--- config.mk ---
export PLATFORM = sky130hd
export DESIGN_NAME = prot_unlock_seq
export DESIGN_NICKNAME = d
export VERILOG_FILES = /design/src/rtl/prot_unlock_pkg.sv /design/src/rtl/prot_unlock_fsm.sv /design/src/rtl/prot_status_flags.sv /design/src/rtl/prot_read_mux.sv /design/src/rtl/prot_unlock_seq.sv
export SDC_FILE = /design/constraint.sdc
export NUM_CORES = 1
export LEC_CHECK = 0
export ABC_AREA = 1
export CAP_MARGIN = 0
export CORE_UTILIZATION = 46
export DETAILED_ROUTE_END_ITERATION = 16
export HOLD_SLACK_MARGIN = 0.02
export PLACE_DENSITY = 0.85
export SLEW_MARGIN = 20
export SYNTH_ARGS = -nofsm -noshare
export SYNTH_HDL_FRONTEND = slang
export SYNTH_SLANG_ARGS = --single-unit
--- constraint.sdc ---
create_clock -name clk -period 3.87 [get_ports clk]
set_input_delay 0.774 -clock clk [delete_from_list [all_inputs] [get_ports clk]]
set_output_delay 0.774 -clock clk [all_outputs]
set_load 0.05 [all_outputs]
--- src/rtl/prot_unlock_pkg.sv ---
package prot_unlock_pkg;
  typedef enum logic [1:0] {
    SEQ_IDLE  = 2'd0,
    SEQ_ARMED = 2'd1,
    SEQ_VAL   = 2'd2,
    SEQ_INV   = 2'd3
  } seq_state_t;
endpackage

--- src/rtl/prot_unlock_fsm.sv ---
module prot_unlock_fsm
  import prot_unlock_pkg::*;
#(
  parameter int          ADDR_W    = 16,
  parameter int          DATA_W    = 8,
  parameter logic [15:0] CMD_ADDR  = 16'hFFA0,
  parameter logic [15:0] GUARD_ADDR = 16'hFFA2,
  parameter logic [7:0]  KEY       = 8'hA5
) (
  input  logic              clk,
  input  logic              rst_n,
  input  logic              wr,
  input  logic [ADDR_W-1:0] addr,
  input  logic [DATA_W-1:0] wdata,
  output logic [DATA_W-1:0] guard_q,
  output logic              prot_err
);
  seq_state_t        state_q, state_d;
  logic [DATA_W-1:0] hold_q, hold_d;
  logic              hold_en;
  logic              commit;
  logic              hit_cmd, hit_guard;

  assign hit_cmd   = wr && (addr == CMD_ADDR[ADDR_W-1:0]);
  assign hit_guard = wr && (addr == GUARD_ADDR[ADDR_W-1:0]);

  always_comb begin
    state_d  = state_q;
    hold_d   = hold_q;
    hold_en  = 1'b0;
    commit   = 1'b0;
    prot_err = 1'b0;
    unique case (state_q)
      SEQ_IDLE: begin
        if (hit_cmd && (wdata == KEY[DATA_W-1:0])) begin
          state_d = SEQ_ARMED;
        end else if (hit_guard) begin
          prot_err = 1'b1;
        end
      end
      SEQ_ARMED: begin
        if (hit_guard) begin
          state_d = SEQ_VAL;
          hold_d  = wdata;
          hold_en = 1'b1;
        end else if (wr) begin
          state_d  = SEQ_IDLE;
          prot_err = 1'b1;
        end
      end
      SEQ_VAL: begin
        if (hit_guard && (wdata == ~hold_q)) begin
          state_d = SEQ_INV;
        end else if (wr) begin
          state_d  = SEQ_IDLE;
          prot_err = 1'b1;
        end
      end
      SEQ_INV: begin
        if (hit_guard && (wdata == hold_q)) begin
          state_d = SEQ_IDLE;
          commit  = 1'b1;
        end else if (wr) begin
          state_d  = SEQ_IDLE;
          prot_err = 1'b1;
        end
      end
      default: state_d = SEQ_IDLE;
    endcase
  end

  always_ff @(posedge clk or negedge rst_n) begin
    if (!rst_n) begin
      state_q <= SEQ_IDLE;
    end else begin
      state_q <= state_d;
    end
  end

  always_ff @(posedge clk or negedge rst_n) begin
    if (!rst_n) begin
      hold_q <= '0;
    end else if (hold_en) begin
      hold_q <= hold_d;
    end
  end

  always_ff @(posedge clk or negedge rst_n) begin
    if (!rst_n) begin
      guard_q <= '0;
    end else if (commit) begin
      guard_q <= hold_q;
    end
  end

  AST_GUARD_ONLY_ON_FINAL: assert property (@(posedge clk) disable iff (!rst_n)
    !$stable(guard_q) |-> ($past(state_q) == SEQ_INV));
  AST_ABORT_TO_IDLE: assert property (@(posedge clk) disable iff (!rst_n)
    prot_err |=> (state_q == SEQ_IDLE));
  AST_FOREIGN_STORE_ABORTS: assert property (@(posedge clk) disable iff (!rst_n)
    (state_q != SEQ_IDLE && wr && !hit_guard) |-> prot_err);
endmodule

--- src/rtl/prot_status_flags.sv ---
module prot_status_flags #(
  parameter int NFLAG  = 3,
  parameter int DATA_W = 8
) (
  input  logic              clk,
  input  logic              rst_n,
  input  logic [NFLAG-1:0]  set_ev,
  input  logic              sw_wr,
  input  logic [DATA_W-1:0] sw_data,
  output logic [DATA_W-1:0] status
);
  logic [NFLAG-1:0] flag_q, flag_d, clr;

  generate
    for (genvar i = 0; i < NFLAG; i++) begin : g_flag
      assign clr[i]    = sw_wr && !sw_data[i];
      assign flag_d[i] = set_ev[i] | (flag_q[i] & ~clr[i]);

      always_ff @(posedge clk or negedge rst_n) begin
        if (!rst_n) begin
          flag_q[i] <= 1'b0;
        end else begin
          flag_q[i] <= flag_d[i];
        end
      end

      AST_SET_WINS: assert property (@(posedge clk) disable iff (!rst_n)
        set_ev[i] |=> flag_q[i]);
      AST_NO_SPURIOUS_SET: assert property (@(posedge clk) disable iff (!rst_n)
        $rose(flag_q[i]) |-> $past(set_ev[i]));
    end
  endgenerate

  assign status = {{(DATA_W-NFLAG){1'b0}}, flag_q};
endmodule

--- src/rtl/prot_read_mux.sv ---
module prot_read_mux #(
  parameter int          ADDR_W     = 16,
  parameter int          DATA_W     = 8,
  parameter logic [15:0] STAT_ADDR  = 16'hFFA1,
  parameter logic [15:0] GUARD_ADDR = 16'hFFA2
) (
  input  logic [ADDR_W-1:0] rd_addr,
  input  logic [DATA_W-1:0] status,
  input  logic [DATA_W-1:0] guard_q,
  output logic [DATA_W-1:0] rdata
);
  always_comb begin
    if (rd_addr == STAT_ADDR[ADDR_W-1:0]) begin
      rdata = status;
    end else if (rd_addr == GUARD_ADDR[ADDR_W-1:0]) begin
      rdata = guard_q;
    end else begin
      rdata = '0;
    end
  end
endmodule

--- src/rtl/prot_unlock_seq.sv ---
module prot_unlock_seq #(
  parameter int          ADDR_W     = 16,
  parameter int          DATA_W     = 8,
  parameter logic [15:0] CMD_ADDR   = 16'hFFA0,
  parameter logic [15:0] STAT_ADDR  = 16'hFFA1,
  parameter logic [15:0] GUARD_ADDR = 16'hFFA2,
  parameter logic [7:0]  KEY        = 8'hA5
) (
  input  logic              clk,
  input  logic              rst_n,
  input  logic              bus_wr,
  input  logic [ADDR_W-1:0] bus_addr,
  input  logic [DATA_W-1:0] bus_wdata,
  input  logic [ADDR_W-1:0] bus_rd_addr,
  output logic [DATA_W-1:0] bus_rdata,
  input  logic              erase_vfy_fail,
  input  logic              write_vfy_fail,
  input  logic              wprot_fail,
  output logic [DATA_W-1:0] guard_q
);
  localparam int NFLAG = 3;

  logic             prot_err;
  logic [NFLAG-1:0] set_ev;
  logic             stat_wr;
  logic [DATA_W-1:0] status;

  prot_unlock_fsm #(
    .ADDR_W(ADDR_W), .DATA_W(DATA_W), .CMD_ADDR(CMD_ADDR),
    .GUARD_ADDR(GUARD_ADDR), .KEY(KEY)
  ) u_fsm (
    .clk(clk), .rst_n(rst_n), .wr(bus_wr), .addr(bus_addr),
    .wdata(bus_wdata), .guard_q(guard_q), .prot_err(prot_err)
  );

  assign set_ev  = {wprot_fail, erase_vfy_fail | write_vfy_fail, prot_err};
  assign stat_wr = bus_wr && (bus_addr == STAT_ADDR[ADDR_W-1:0]);

  prot_status_flags #(.NFLAG(NFLAG), .DATA_W(DATA_W)) u_flags (
    .clk(clk), .rst_n(rst_n), .set_ev(set_ev), .sw_wr(stat_wr),
    .sw_data(bus_wdata), .status(status)
  );

  prot_read_mux #(
    .ADDR_W(ADDR_W), .DATA_W(DATA_W), .STAT_ADDR(STAT_ADDR),
    .GUARD_ADDR(GUARD_ADDR)
  ) u_rmux (
    .rd_addr(bus_rd_addr), .status(status), .guard_q(guard_q),
    .rdata(bus_rdata)
  );

  AST_VFY_SETS_BIT1: assert property (@(posedge clk) disable iff (!rst_n)
    (erase_vfy_fail || write_vfy_fail) |=> status[1]);
  AST_UPPER_ZERO: assert property (@(posedge clk) disable iff (!rst_n)
    status[DATA_W-1:NFLAG] == '0);
endmodule

; Yosys cells after proc, flatten, opt, wreduce, memory -nomap -nowiden
; Cells that the tools add are included.
[word_totals]
register_bits = 21
input_bits = 46
output_inout_bits = 16
elab_cells = 61
[op_classes]
n_eq_ne = 12
mux = 18
n_bitwise = 11
reduce_logical = 14
[op_table]
columns = op, n
row1 = $eq A16 B16 Y1 const B, 5
row2 = $eq A8 B8 Y1, 2
row3 = $mux W8, 2
row4 = $mux W2, 5
row5 = $logic_and A1 B1 Y1, 9
row6 = $mux W1, 9
row7 = $eq A8 B8 Y1 const B, 1
row8 = $not A8 Y8, 1
row9 = $pmux W2 S4, 1
row10 = $eq A2 B2 Y1 const B, 2
row11 = $or A1 B1 Y1, 4
row12 = $pmux W1 S4, 1
row13 = $and A1 B1 Y1, 3
row14 = $logic_not A1 Y1, 3
row15 = $not A1 Y1, 3
row16 = $reduce_and A3 Y1, 1
row17 = $eq A2 B1 Y1 const B, 1
row18 = $logic_not A2 Y1, 1
row19 = $ne A2 B1 Y1 const B, 1

; Longest topological paths before layout
; Gate-level depths: netlist of run 1.
[logic_depth]
ltp_word = 6
depth_mapped = 10
ltp_nobuf = 10

; Cells and area by module
; From an unflattened synthesis of run 1, not the netlist that was laid out.
[unflattened]
cells_unflattened = 250
area_unflattened_um2 = 1629.1
[by_module_without_submodules]
columns = mod, n_inst, cells_per_inst, area_each_um2, seq_area_each_um2
row1 = prot_unlock_fsm, 1, 163, 1142.3, 450.4
row2 = prot_read_mux, 1, 48, 247.7, 0.0
row3 = prot_status_flags, 1, 24, 172.7, 75.1
row4 = prot_unlock_seq, 1, 15, 66.3, 0.0

; Worst setup path before layout of run 1
; No wires, ideal clock.
[synth_path]
path_kind = input port to output port
from = input port bus_rd_addr[3]
to = output port bus_rdata[6]
arrival_ns = 2.596
required_ns = 3.096
path_slack_ns = 0.500
stages = 4
n_path_buf = 0
cell_sequence = or2_2 > nor3_1 > nand3_1 > nor3b_1
[synth_between]
elab_chain_cells = 3
word_cells_on_any_way = 4
classes_between = eq/ne: 2 / mux: 2
[synth_lines]
columns = item, line_no
row1 = from (decl), prot_unlock_seq.sv:14  ; input logic [ADDR_W-1:0] bus_rd_addr,
row2 = $eq A16 B16 Y1, prot_read_mux.sv:15  ; end else if (rd_addr == GUARD_ADDR[ADDR_W-1:0]) begin
row3 = $mux W8, prot_read_mux.sv:15
row4 = $mux W8 *, prot_read_mux.sv:13  ; if (rd_addr == STAT_ADDR[ADDR_W-1:0]) begin
row5 = to (decl), prot_unlock_seq.sv:15  ; output logic [DATA_W-1:0] bus_rdata,
; Every way passes the cells marked *; elsewhere a longest branch is shown, timed or not.

; Worst setup path after layout of run 1
[layout_path]
from = input port bus_rd_addr[3]
to = output port bus_rdata[1]
; Same word-level chain as after synthesis.

==> results of run 1 <==
-- final timing paths --
check	start	end	slack, ns	cells after the start
max	bus_rd_addr[3]	bus_rdata[1]	0.75	6
min	u_fsm.state_q[0]$_DFFE_PN0P_	u_fsm.state_q[0]$_DFFE_PN0P_	0.51	1
max reg2reg	u_fsm.hold_q[7]$_DFFE_PN0P_	u_fsm.guard_q[4]$_DFFE_PN0P_	2.41	9
min reg2reg	u_fsm.state_q[0]$_DFFE_PN0P_	u_fsm.state_q[0]$_DFFE_PN0P_	0.51	1
max in group asynchronous	rst_n	u_fsm.guard_q[0]$_DFFE_PN0P_	2.33	1
min in group asynchronous	rst_n	u_fsm.hold_q[7]$_DFFE_PN0P_	0.98	1
-- flip-flops by register name (all words and copies together) (netlist names) --
name and cells:
u_fsm.hold_q 8, u_flags.status 3, u_fsm.guard_q 8, u_fsm.state_q 2
-- power groups by stage --
| stage | logic [mW] | registers [mW] | clock network [mW] |
|---|---|---|---|
| final | 0.0854 | 0.221 | 0.103 |
| after global routing | 0.0957 | 0.222 | 0.116 |
| after CTS | 0.0859 | 0.221 | 0.106 |
| after detailed placement | 0.0857 | 0.226 | 0 |
| after global placement | 0.0842 | 0.226 | 0 |
| after floorplan | 0.0275 | 0.225 | 0 |
-- critical path, cell delays in order --
cell	delay [ns]
clkdlybuf4s50_1	0.39
or2_2	0.32
nor4_2	0.42
nand3_1	0.11
o21ai_0	0.10
buf_4	0.23
-- cells in the mapped netlist --
master and n:
nand2_1 90, nor2_1 31, inv_1 30, dfrtp_1 21, nand3_1 15, o21ai_2 10, inv_2 6, o21ai_0 6
o21ai_1 6, nand4_1 4, nand2_2 2, nor3_1 2, a21oi_1 1, buf_4 1, buf_6 1, nand3_4 1
nor2_2 1, nor2_8 1, nor3b_1 1, nor4_2 1, or2_2 1, xnor2_1 1
-- logic make-up after synthesis --
family | after synthesis | share of synthesized area (%)
compound gates | 23 | 10.3
xor+xnor | 1 | 0.589
buf+inv | 38 | 10.3
flops | 21 | 35.3
simple gates | 150 | 43.5
-- through the flow --
stage,util [%],setup WS (ns),cells
after floorplan,-,0.500,233
after global placement,69.3,0.805,336
after detailed placement,69.3,0.743,336
after CTS,70.1,0.740,340
after global routing,70.1,0.596,340
final,70.1,0.748,340
-- area by class of cell --
cell class / instances / area [um^2] / area share [%]
Multi-Input combinational cell: 174 / 808 / 37.8
Timing Repair Buffer: 61 / 591 / 27.6
Sequential cell: 21 / 526 / 24.5
Inverter: 36 / 135 / 6.31
Tap cell: 44 / 55.1 / 2.57
Clock buffer: 4 / 26.3 / 1.23
-- per-layer routing --
metal	vias up	share of wire, %
met4	0	0.45
met5	-	0
met1	700	46
met2	51	48
li1	847	-
met3	4	6.4
==> results.py, run 1 <==
metrics = {
    "outcome": {
        "outcome": "finished clean",
    },
    "logic_synthesis": {
        "synth-seq-cells": 21,
        "synthCells": 233,
        "yosys.area.top_type_share_pct": 35.3,
        "seq_area_frac_synth_pct": 35.3,
        "ys_warn_count": 0,
        "syn-num-nets": 279,
        "yosys-top-cells-area": "dfrtp_1, nand2_1, nor2_1",
        "synth.avg_cell_area_um2": 6.38,
        "syn_area_um2": 1490,
        "yosysTopAreaCell": "dfrtp_1",
        "ys_types": 22,
    },
    "sta": {
        "hold_viol": 0,
        "max_freq_ghz": 0.320,
        "period_needed_ns": 3.12,
        "finalSetupTns_ns": 0,
        "relSlewSlack_pct": 38.8,
        "rsz0062_at_grt": "false",
        "drv_slew": 0,
        "skew_ns": 0.00236,
        "worst_pin_slew_ns": 0.916,
        "final.period_utilization_pct": 80.7,
        "fin_hold_ws_ns": 0.512,
        "setup_viol": 0,
    },
    "grt": {
        "antenna_found_initial": 0,
        "grt_overflow": 0,
        "grt_pass1_vias": 1435,
        "grt_use_total_pct": 21.4,
        "grt_use_met3_pct": 3.08,
        "grt_max_degree": 22,
        "use_met1_pct": 27.0,
        "grt_pass1_wl_mm": 5.75,
        "use_met2_pct": 39.1,
        "busiest_layer": "met2",
    },
    "clocking": {
        "clockRootBuffer": "clkbuf_4",
        "cts.path.max_buffers": 2,
        "cts_setup_buffers": 0,
        "cts_buffers": 3,
        "ctsHtreeMaxLevel": 1,
        "postCtsHoldBufs": 0,
        "cts_resized": 0,
        "insertion_delay_ns": 0.29,
        "cts_tree": "yes",
        "cts.sinks": 21,
        "path_clk_slew_ns": 0.11,
    },
    "power": {
        "peakVddDrop_v": 0.000155,
        "comb_power_share_pct": 20.8,
        "power.total_mw": 0.410,
        "leakage_nw": 0.978,
        "power_density_nw_per_um2": 192,
        "swShare_pct": 24.3,
        "p_clk_share_pct": 25.2,
        "cellInternalPower_mw": 0.311,
        "seq_power_share_pct": 54.0,
        "switchingPower_mw": 0.0996,
    },
    "final_layout": {
        "final_common_cell": "nand2_1",
        "final_area_um2": 2140,
        "nFillCells": 291,
        "fin_nets": 343,
        "antennaDiodeCount": 0,
        "synthToLayoutAreaGrowth_pct": 43.9,
        "drive_above_1_share_pct": 11.5,
        "mostFrequentLayoutCells": "nand2_1, clkdlybuf4s50_1, nor2_1, inv_1, dfrtp_1",
    },
    "place": {
        "io_buffers": 61,
        "hpwl_mm": 2.82,
        "place.gp.congestion": 0.835,
        "place_area_um2": 2110,
    },
    "die": {
        "die_area_um2": 3470,
        "die_h_um": 58.9,
        "initial_utilization_pct": 48.7,
        "core_um2": 3050,
        "fp.dieW_um": 58.9,
        "io_pins": 62,
        "std_cell_rows": 20,
    },
    "worst_hold_path": {
        "min_path_type": "reg -> reg",
    },
    "critical_path": {
        "critPathKind": "in -> out",
        "arrival_ns": 2.35,
        "start_kind": "primary input",
        "path_max_fanout": 4,
        "worst_setup_path_end_kind": "output port",
        "critPathRequiredTime_ns": 3.10,
    },
    "drt": {
        "drc_errors": 0,
        "wl_per_cell_um": 9.87,
        "drtIter0Drc": 61,
        "dr_total_vias": 1602,
        "ant_nets": 0,
        "first_pass_iters": 4,
        "totalWireLength_mm": 3.36,
        "routed_via_density": 4.71,
    },
    "run": {
        "max-cap-violations": 0,
    },
}
Power figures use the tool's default switching activity.
==> run 2: changes to the inputs <==
CORE_UTILIZATION = 39   (was 46)
PLACE_DENSITY = 0.77   (was 0.85)
clock period = 2.5 ns   (was 3.87 ns; I/O delays follow)
==> results.py, run 2 (synthesized netlist as in run 1, its figures left out) <==
metrics = {
    "sta": {
        "fin_hold_ws_ns": 0.497,
        "drv_slew": 0,
        "skew_ns": 0.00293,
        "period_needed_ns": 2.45,
        "max_freq_ghz": 0.408,
        "hold_viol": 0,
        "rsz0062_at_grt": "true",
        "worst_pin_slew_ns": 0.509,
        "relSlewSlack_pct": 65.9,
        "final.period_utilization_pct": 98.1,
        "setup_viol": 0,
    },
    "grt": {
        "antenna_found_initial": 0,
        "grt_pass1_vias": 1642,
        "grt_pass1_wl_mm": 6.65,
        "grt_overflow": 0,
        "grt_max_degree": 22,
        "grt_use_total_pct": 20.6,
    },
    "clocking": {
        "cts.sinks": 21,
        "cts_buffers": 3,
        "insertion_delay_ns": 0.27,
        "cts_tree": "yes",
        "ctsHtreeMaxLevel": 1,
        "cts.path.max_buffers": 2,
        "path_clk_slew_ns": 0.08,
        "clockRootBuffer": "clkbuf_8",
    },
    "die": {
        "initial_utilization_pct": 40.6,
        "io_pins": 62,
        "std_cell_rows": 22,
        "die_h_um": 63.8,
        "fp.dieW_um": 63.8,
        "core_um2": 3660,
        "die_area_um2": 4070,
    },
    "drt": {
        "drc_errors": 0,
        "totalWireLength_mm": 3.75,
        "ant_nets": 0,
        "dr_total_vias": 1632,
        "wl_per_cell_um": 10.8,
        "first_pass_iters": 4,
        "drtIter0Drc": 66,
        "routed_via_density": 4.69,
    },
    "place": {
        "dp.cells": 343,
        "hpwl_mm": 2.95,
        "io_buffers": 61,
        "place.gp.congestion": 0.779,
        "place_area_um2": 2250,
    },
    "final_layout": {
        "stdcell_count": 348,
        "final_area_um2": 2370,
        "synthToLayoutAreaGrowth_pct": 59.4,
        "post-route-util_pct": 64.8,
        "seqCellArea_um2": 526,
        "final_common_cell": "nand2_1",
        "multi_input_area_um2": 876,
        "mostFrequentLayoutCells": "nand2_1, clkdlybuf4s50_1, inv_1, nor2_1, dfrtp_1",
        "drive_above_1_share_pct": 16.0,
        "fin_nets": 347,
        "nFillCells": 348,
        "antennaDiodeCount": 0,
    },
    "critical_path": {
        "arrival_ns": 1.95,
        "worst_setup_path_end_kind": "output port",
        "critPathRequiredTime_ns": 2.00,
        "critPathKind": "in -> out",
        "start_kind": "primary input",
        "path_max_fanout": 5,
    },
    "power": {
        "power.total_mw": 0.711,
        "peakVddDrop_v": 0.000202,
        "power_density_nw_per_um2": 300,
        "leakage_nw": 1.06,
    },
    "outcome": {
        "outcome": "finished clean",
    },
    "run": {
        "max-cap-violations": 0,
    },
    "worst_hold_path": {
        "min_path_type": "reg -> reg",
    },
}
## run 2: changes by cell type in the layout (fill, tap and decap cells not counted), moves of 3 or more
cell      change
buf_12        +8
buf_4         -5
nor2_1        -4
nor2_4        +4
clkbuf_4      -3
clkbuf_8      +3
o21ai_0       -3
o21ai_2       +3
## run 2: final cells by class
type / instances / area share, %
clock buffer: 4 / 1.90
inverter: 36 / 5.70
multi-input combinational: 174 / 36.9
sequential: 21 / 22.2
tap: 48 / 2.53
timing repair buffer: 65 / 30.8
## run 2: worst max-delay path, stage by stage
cell and delay [ns]:
clkdlybuf4s50_1 0.46, nand4_1 0.17, nor2_1 0.18, nand3_2 0.19, nor3b_2 0.28, buf_12 0.17
## run 2: metal layers
layer | vias up | global-route usage (%) | wire length, um
li1 | 858 | - | -
met1 | 724 | 23.0 | 1570
met2 | 45 | 38.6 | 1940
met3 | 5 | 3.39 | 204
met4 | 0 | 7.39 | 40
met5 | - | 0 | 0
## run 2: worst paths after layout
path	cells past startpoint	slack, ns	startpoint	end
max in group asynchronous	2	1.72	rst_n	u_fsm.hold_q[4]$_DFFE_PN0P_
setup / recovery	6	0.05	bus_rd_addr[14]	bus_rdata[6]
hold / removal	1	0.50	u_fsm.state_q[0]$_DFFE_PN0P_	u_fsm.state_q[0]$_DFFE_PN0P_
min in group asynchronous	2	0.56	rst_n	u_fsm.state_q[0]$_DFFE_PN0P_
hold reg to reg	1	0.50	u_fsm.state_q[0]$_DFFE_PN0P_	u_fsm.state_q[0]$_DFFE_PN0P_
setup reg to reg	9	1.05	u_fsm.hold_q[5]$_DFFE_PN0P_	u_fsm.guard_q[4]$_DFFE_PN0P_
## run 2: power by group
group | internal, mW | switching (mW) | total [mW]
logic | 0.0794 | 0.0571 | 0.136
registers | 0.341 | 0.00148 | 0.342
clock network | 0.114 | 0.118 | 0.232
## run 2: through the flow
step                setup slack [ns]  TNS [ns]
finish                        0.0474         0
global route                 -0.0223   -0.0612
CTS                         -0.00341  -0.00341
detailed placement            -0.146    -0.697
global placement             -0.0597    -0.268
floorplan                     -0.270    -0.810
## run 2: what timing repair did
action                                  CTS  global route
pin swaps                                 4             8
resized for setup                        13             8
hold buffers                              0             0
buffers inserted                          0             1
endpoints found under the setup margin    8             8
==> run 3: changes to the inputs <==
SLEW_MARGIN = default   (was 20)
==> results of run 3 <==
Same layout as run 2: the final DEF is identical, and so are final timing and power.
